--- config.mk ---
export PLATFORM = sky130hd
export DESIGN_NAME = spi_cs_master
export DESIGN_NICKNAME = d
export VERILOG_FILES = /design/src/rtl/spi_cs_pkg.sv /design/src/rtl/spi_cs_seq.sv /design/src/rtl/spi_cs_shifter.sv /design/src/rtl/spi_cs_master.sv
export SDC_FILE = /design/constraint.sdc
export NUM_CORES = 1
export LEC_CHECK = 0
export BUFFER_PORTS_ARGS = -buffer_cell sky130_fd_sc_hd__buf_4
export CORE_ASPECT_RATIO = 1.5
export CORE_MARGIN = 5
export CORE_UTILIZATION = 40
export CTS_BUF_LIST = sky130_fd_sc_hd__clkbuf_8 sky130_fd_sc_hd__clkbuf_16
export DETAILED_ROUTE_END_ITERATION = 12
export SLEW_MARGIN = 20
export SYNTH_ARGS = -nofsm -noshare
export SYNTH_HDL_FRONTEND = slang
export SYNTH_SLANG_ARGS = --single-unit
--- constraint.sdc ---
create_clock -name clk_i -period 2.9 [get_ports clk_i]
set_clock_uncertainty 0.05 [all_clocks]
set_input_delay 0.435 -clock clk_i [delete_from_list [all_inputs] [get_ports clk_i]]
set_output_delay 0.435 -clock clk_i [all_outputs]
set_load 0.01 [all_outputs]
--- src/rtl/spi_cs_pkg.sv ---
package spi_cs_pkg;
  typedef enum logic [1:0] {
    ST_IDLE = 2'd0,
    ST_LEAD = 2'd1,
    ST_HIGH = 2'd2,
    ST_LOW  = 2'd3
  } spi_st_e;
endpackage

--- src/rtl/spi_cs_seq.sv ---
module spi_cs_seq import spi_cs_pkg::*; #(
  parameter int WORD_W = 8
) (
  input  logic clk_i,
  input  logic rst_ni,
  input  logic tick_i,
  input  logic start_i,
  output logic ready_o,
  output logic load_o,
  output logic shift_o,
  output logic sample_o,
  output logic last_o,
  output logic sclk_o,
  output logic ss_no,
  output logic oe_o
);
  localparam int CNT_W = (WORD_W > 1) ? $clog2(WORD_W) : 1;
  localparam logic [CNT_W-1:0] CNT_TOP = CNT_W'(WORD_W - 1);

  spi_st_e          state_q;
  logic [CNT_W-1:0] cnt_q;

  assign ready_o  = (state_q == ST_IDLE);
  assign load_o   = ready_o & start_i;
  assign shift_o  = tick_i & (state_q == ST_LOW);
  assign sample_o = tick_i & (state_q == ST_HIGH);
  assign last_o   = sample_o & (cnt_q == '0);

  always_ff @(posedge clk_i or negedge rst_ni) begin
    if (!rst_ni) begin
      state_q <= ST_IDLE;
      cnt_q   <= '0;
      sclk_o  <= 1'b0;
      ss_no   <= 1'b1;
      oe_o    <= 1'b0;
    end else begin
      unique case (state_q)
        ST_IDLE: if (load_o) begin
          state_q <= ST_LEAD;
          cnt_q   <= CNT_TOP;
          ss_no   <= 1'b0;
          oe_o    <= 1'b1;
        end
        ST_LEAD, ST_LOW: if (tick_i) begin
          state_q <= ST_HIGH;
          sclk_o  <= 1'b1;
        end
        ST_HIGH: if (tick_i) begin
          sclk_o <= 1'b0;
          if (cnt_q == '0) begin
            state_q <= ST_IDLE;
            ss_no   <= 1'b1;
            oe_o    <= 1'b0;
          end else begin
            state_q <= ST_LOW;
            cnt_q   <= cnt_q - 1'b1;
          end
        end
        default: state_q <= ST_IDLE;
      endcase
    end
  end
endmodule

--- src/rtl/spi_cs_shifter.sv ---
module spi_cs_shifter #(
  parameter int WORD_W = 8
) (
  input  logic              clk_i,
  input  logic              rst_ni,
  input  logic              load_i,
  input  logic              shift_i,
  input  logic              sample_i,
  input  logic              last_i,
  input  logic [WORD_W-1:0] tx_word_i,
  input  logic              miso_i,
  output logic              mosi_o,
  output logic [WORD_W-1:0] rx_word_o,
  output logic              rx_valid_o
);
  logic [WORD_W-1:0] tx_sr_q;
  logic [WORD_W-1:0] rx_sr_q;
  logic [WORD_W-1:0] rx_next;

  assign rx_next = {rx_sr_q[WORD_W-2:0], miso_i};
  assign mosi_o  = tx_sr_q[WORD_W-1];

  always_ff @(posedge clk_i or negedge rst_ni) begin
    if (!rst_ni) begin
      tx_sr_q <= '0;
    end else if (load_i) begin
      tx_sr_q <= tx_word_i;
    end else if (shift_i) begin
      tx_sr_q <= {tx_sr_q[WORD_W-2:0], 1'b0};
    end
  end

  always_ff @(posedge clk_i or negedge rst_ni) begin
    if (!rst_ni) begin
      rx_sr_q    <= '0;
      rx_word_o  <= '0;
      rx_valid_o <= 1'b0;
    end else begin
      rx_valid_o <= last_i;
      if (sample_i) rx_sr_q <= rx_next;
      if (last_i)   rx_word_o <= rx_next;
    end
  end
endmodule

--- src/rtl/spi_cs_master.sv ---
module spi_cs_master #(
  parameter int WORD_W = 8
) (
  input  logic              clk_i,
  input  logic              rst_ni,
  input  logic              tick_i,
  input  logic              start_i,
  input  logic [WORD_W-1:0] tx_word_i,
  output logic              ready_o,
  output logic [WORD_W-1:0] rx_word_o,
  output logic              rx_valid_o,
  output logic              sclk_o,
  output logic              ss_no,
  output logic              mosi_o,
  output logic              mosi_oe_o,
  input  logic              miso_i
);
  logic load, shift, sample, last;

  spi_cs_seq #(.WORD_W(WORD_W)) u_seq (
    .clk_i    (clk_i),
    .rst_ni   (rst_ni),
    .tick_i   (tick_i),
    .start_i  (start_i),
    .ready_o  (ready_o),
    .load_o   (load),
    .shift_o  (shift),
    .sample_o (sample),
    .last_o   (last),
    .sclk_o   (sclk_o),
    .ss_no    (ss_no),
    .oe_o     (mosi_oe_o)
  );

  spi_cs_shifter #(.WORD_W(WORD_W)) u_shift (
    .clk_i      (clk_i),
    .rst_ni     (rst_ni),
    .load_i     (load),
    .shift_i    (shift),
    .sample_i   (sample),
    .last_i     (last),
    .tx_word_i  (tx_word_i),
    .miso_i     (miso_i),
    .mosi_o     (mosi_o),
    .rx_word_o  (rx_word_o),
    .rx_valid_o (rx_valid_o)
  );
endmodule

# Word level (Yosys, flattened, before mapping)
# Index checks and enable logic that the tools add are counted.
[op_classes] reduce_logical=10 shifts=0 magnitude_cmp=0 bitwise=4 multipliers=0 mux=22 n_div=0 add_sub_neg=1 n_eq_ne=8
[op_table] cell="two-way mux 8 bit" n=2
[op_table] cell="inequality test 2 bit, second input constant" n=5
[op_table] cell="two-way mux 3 bit" n=3
[op_table] cell="two-way mux 1 bit" n=8
[op_table] cell="two-way mux 2 bit" n=4
[op_table] cell="AND reduction 4 bit" n=2
[op_table] cell="case mux 1 bit (2 select lines)" n=3
[op_table] cell="case mux 2 bit (3 select lines)" n=1
[op_table] cell="case mux 3 bit (2 select lines)" n=1
[op_table] cell="AND reduction 3 bit" n=2
[op_table] cell="nonzero test 2 bit" n=3
[op_table] cell="AND 1 bit" n=4
[op_table] cell="equality test 2 bit, second input constant" n=2
[op_table] cell="zero test 3 bit" n=1
[op_table] cell="subtractor 3 x 1 -> 3 bit, second input constant" n=1
[op_table] cell="equality test 2 x 1 -> 1 bit, second input constant" n=1
[op_table] cell="zero test 2 bit" n=1
[op_table] cell="OR reduction 2 bit" n=1
[totals] rom_bits=0 word_cells=54 output_inout_bits=14 in_bits=13 register_bits=32 latchBits=0 ram_bits=0 mem_count=0

# Logic depth before layout (Yosys ltp)
[depth] depth_word=4 depth_mapped=6

# By module
# Synthesis repeated with hierarchy kept, for this count alone.
[hier_totals] hier_cells=117 area_unflattened_um2=1501.4
[modules_own_cells] module="spi_cs_shifter" n_inst=1 area_each_um2=1017.2 cells_per_inst=67
[modules_own_cells] module="spi_cs_seq" n_inst=1 area_each_um2=484.2 cells_per_inst=50

# Least setup slack after synthesis
# Ideal clock, no wire load.
[synth_path] path_kind="reg-to-reg" from="register u_seq.cnt_q[0]" to="register u_seq.cnt_q[2]" arrival_time_ps=1277 setup_ps=119 setup_slack_ps=1454 period_less_slack_ps=1446 path_stages_with_launch=7 path_cell_list="dfrtp_1 inv_1 ha_1 nand2b_2 and2b_4 o21ba_2 o21a_1"
[synth_via] elab_chain_cells=4
[synth_rtl] item="from (decl)" line_no="spi_cs_seq.sv:21" rtl="logic [CNT_W-1:0] cnt_q;"
[synth_rtl] item="from (signal assigned)" line_no="spi_cs_seq.sv:56" rtl="cnt_q <= cnt_q - 1'b1;"
[synth_rtl] item="subtractor 3 x 1 -> 3 bit" line_no="spi_cs_seq.sv:56"
[synth_rtl] item="two-way mux 3 bit" line_no="spi_cs_seq.sv:50" rtl="if (cnt_q == '0) begin"
[synth_rtl] item="two-way mux 3 bit" line_no="spi_cs_seq.sv:48" rtl="ST_HIGH: if (tick_i) begin"
[synth_rtl] item="case mux 3 bit (2 select lines)" line_no="spi_cs_seq.sv:37" rtl="unique case (state_q)"
# Parallel ways exist; a longest one is shown, timed or not. The select of a mux whose other input is x is not followed.
# A chain may end at the register's enable or synchronous reset.

# Final worst setup path
[layout_path] from="register u_seq.state_q[0]" to="register u_shift.rx_word_o[1]"
[layout_via] elab_chain_cells=3
[layout_rtl] item="from (decl)" line_no="spi_cs_seq.sv:20" rtl="spi_st_e state_q;"
[layout_rtl] item="from (signal assigned)" line_no="spi_cs_seq.sv:31" rtl="state_q <= ST_IDLE;"
[layout_rtl] item="from (signal assigned)" line_no="spi_cs_seq.sv:39" rtl="state_q <= ST_LEAD;"
[layout_rtl] item="from (signal assigned)" line_no="spi_cs_seq.sv:45" rtl="state_q <= ST_HIGH;"
[layout_rtl] item="equality test 2 bit" line_no="spi_cs_seq.sv:26" rtl="assign sample_o = tick_i & (state_q == ST_HIGH);"
[layout_rtl] item="AND 1 bit" line_no="spi_cs_seq.sv:26"
[layout_rtl] item="AND 1 bit" line_no="spi_cs_seq.sv:27" rtl="assign last_o = sample_o & (cnt_q == '0);"
[layout_rtl] item="via last" line_no="spi_cs_master.sv:18" rtl="logic load, shift, sample, last;"
[layout_rtl] item="to (signal assigned)" line_no="spi_cs_shifter.sv:41" rtl="if (last_i) rx_word_o <= rx_next;"
[layout_rtl] item="to (decl)" line_no="spi_cs_shifter.sv:13" rtl="output logic [WORD_W-1:0] rx_word_o,"
# The timed path passes the listed nets, and every way through them passes these cells.

==> out/metrics.cfg <==
[outcome]
outcome=finished, final reports clean

[synth]
ys_types=29
synth_area_per_cell_sq_um=12.5
synth-simple-area-share_pct=12.1
ys_warn_count=0
synth_xor_area_share_pct=0
ys_seq_area_share_pct=59.0
ys_seq_elements=32
syn_nets=124
netlist_area_sq_um=1360
synthAdderAreaFrac_pct=1.84
syn_inst=109
muxShareOfSynthArea_pct=13.2
synth-compound-area-share_pct=10.9
synth_top_family_by_area=multiplexers

[drt]
drtIter0Drc=29
via_per_inst=4.93
wl_um=2580
drtAntennaViolNets=0
wire_per_inst_um=14.1
drc_errors=0
vias=903
drt_pre_antenna_iters=4

[placement]
port_buffers=26
gp_congestion=0.816
dp_hpwl_um=1850

[global_route]
grt_pass1_wl_um=4420
grt_usage_pct=12.2
antenna_found_initial=0
grt_max_degree=33
grt_pass1_vias=998
grt_overflow=0

[floorplanning]
start_util_pct=40.6
std_cell_rows=26
io_pins=27
die_area_sq_um=4690
fp.dieW_um=57.6
coreArea_sq_um=3350
die_y_um=81.4

[power]
p_leak_nw=0.829
power.density_nw_per_um2=1070
ir_worst_vdd_uv=556

[layout]
drive_gt1_share_pct=41.1
nets=155
syn2layout_area_growth_pct=24.0
antennaDiodeCount=0

[cts]
clkTransAtPathRegs_ns=0.07
tritoncts=yes
cts.path.max_buffers=2
cts_setup_buffers=0
postCtsHoldBufs=0
cts_buffers=5
clk_latency_ns=0.28
htreeDepth=2
cts_root_buffer=clkbuf_8
cts_sinks=32
post_cts_resize_count=0

[timing]
slew_headroom_pct=72.8
maxSlewViolCount=0
period_needed_ns=1.70
hold_viol=0
max_freq_mhz=588
setup-violations-final=0
min_period_over_period_pct=58.6
whs_ns=0.0388
worstMarginPinSlew_ns=0.407
rsz0062_at_grt=no
timing.setup.tns_ns=0

[critical_path]
crit_fanout=12
crit_type=reg -> reg
cp.required_ns=3.01
startpoint_type=register
r2r_slack_ns=1.20
worstSetupEndpointType=register
cp.arrival_ns=1.81

[hold_path]
hp-class=in -> async

[run]
maxCapViolations=0

[layer usage]
layer	track usage, %	up-vias	routed length [um]
met5	0	-	0
met1	12.9	440	1060
met2	21.8	16	1390
li1	-	445	-
met3	3.30	2	112
met4	6.26	0	19
[stage by stage]
step	utilization (%)	cells	power (mW)	setup WS (ns)	cell area [sq um]
4_1_cts	50.3	183	1.85	1.19	1690
2_1_floorplan	-	109	1.23	1.45	1360
3_3_place_gp	47.6	175	1.46	1.26	1590
5_1_grt	50.3	183	1.95	1.12	1690
3_5_place_dp	47.6	175	1.49	1.20	1590
6_report	50.3	183	1.81	1.20	1690
[power by group]
| group | internal [mW] | switching, mW |
|---|---|---|
| combinational | 0.359 | 0.310 |
| clock | 0.189 | 0.157 |
| sequential | 0.657 | 0.142 |
| total | 1.20 | 0.608 |
[registers in the layout (all words and copies together) (netlist names)]
register and count:
u_seq.cnt_q 3, u_seq.oe_o 1, u_seq.sclk_o 1, u_seq.ss_no 1
u_seq.state_q 2, u_shift.rx_sr_q 7, u_shift.rx_valid_o 1, u_shift.rx_word_o 8
u_shift.tx_sr_q 8
[Yosys cell counts]
master | number | area (sq um)
dfrtp_1 | 31 | 776
nand2_1 | 18 | 67.6
mux2_2 | 15 | 169
a22oi_1 | 6 | 45.0
inv_1 | 5 | 18.8
a211oi_1 | 4 | 30.0
nor2_1 | 4 | 15.0
buf_2 | 2 | 10.0
ha_1 | 2 | 25.0
nor3b_1 | 2 | 15.0
o21ai_0 | 2 | 10.0
a21oi_1 | 1 | 5.00
a221oi_1 | 1 | 8.76
a22o_1 | 1 | 8.76
a311oi_1 | 1 | 8.76
a41oi_1 | 1 | 8.76
and2b_2 | 1 | 8.76
and2b_4 | 1 | 10.0
and3_2 | 1 | 7.51
buf_6 | 1 | 11.3
dfstp_2 | 1 | 26.3
mux2i_1 | 1 | 10.0
nand2_2 | 1 | 6.26
nand2b_2 | 1 | 8.76
nor2_8 | 1 | 20.0
nor2b_1 | 1 | 6.26
o21a_1 | 1 | 7.51
o21ba_2 | 1 | 10.0
o22ai_1 | 1 | 6.26
[cell type report]
| type | instances | area (sq um) |
|---|---|---|
| Sequential cell | 32 | 802 |
| Tap cell | 42 | 52.6 |
| Multi-Input combinational cell | 69 | 518 |
| Fill cell | 317 | 1660 |
| Inverter | 5 | 18.8 |
| Clock buffer | 6 | 82.6 |
| Clock inverter | 2 | 10.0 |
| Timing Repair Buffer | 27 | 203 |
[cells by family (layout without fill, tap and decap cells)]
family | count (synthesis) | count (layout)
DFF | 32 | 32
and+or+nand+nor | 31 | 31
adders and majority gates | 2 | 2
AOI/OAI and AO/OA | 20 | 20
buffers and inverters | 8 | 40
muxes | 16 | 16
[path summary, 6_finish.rpt]
check | startpoint | endpoint | cells after the start
max reg2reg | u_seq.state_q[0] | u_shift.rx_word_o[1] | 4
min reg2reg | u_seq.ss_no | u_seq.ss_no | 2
min in group clk_i | tick_i | u_seq.state_q[0] | 2
max | u_seq.state_q[0] | u_shift.rx_word_o[1] | 4
min | rst_ni | u_seq.cnt_q[0] | 1
max in group asynchronous | rst_ni | u_seq.ss_no | 1
[critical path, stage by stage (launching register included)]
cell     delay [ns]
dfrtp_1        0.50
and2b_2        0.28
nand2_2        0.17
nor2_8         0.22
mux2_2         0.36
[placed cells by master (no fill, tap or decap)]
master	Yosys	routed
o21a_1	1	1
nand2_2	1	1
nand2_1	18	18
o22ai_1	1	1
nor2_8	1	1
a311oi_1	1	1
ha_1	2	2
a221oi_1	1	1
mux2i_1	1	1
nor3b_1	2	2
o21ai_0	2	2
and2b_2	1	1
a21oi_1	1	1
dfstp_2	1	1
nor2_1	4	4
and3_2	1	1
inv_1	5	5
and2b_4	1	1
a211oi_1	4	4
clkinv_2	0	2
clkbuf_8	0	6
nor2b_1	1	1
a41oi_1	1	1
a22o_1	1	1
a22oi_1	6	6
o21ba_2	1	1
nand2b_2	1	1
mux2_2	15	15
buf_4	0	27
dfrtp_1	31	31
Note: power is estimated with default switching activity, not from simulation.
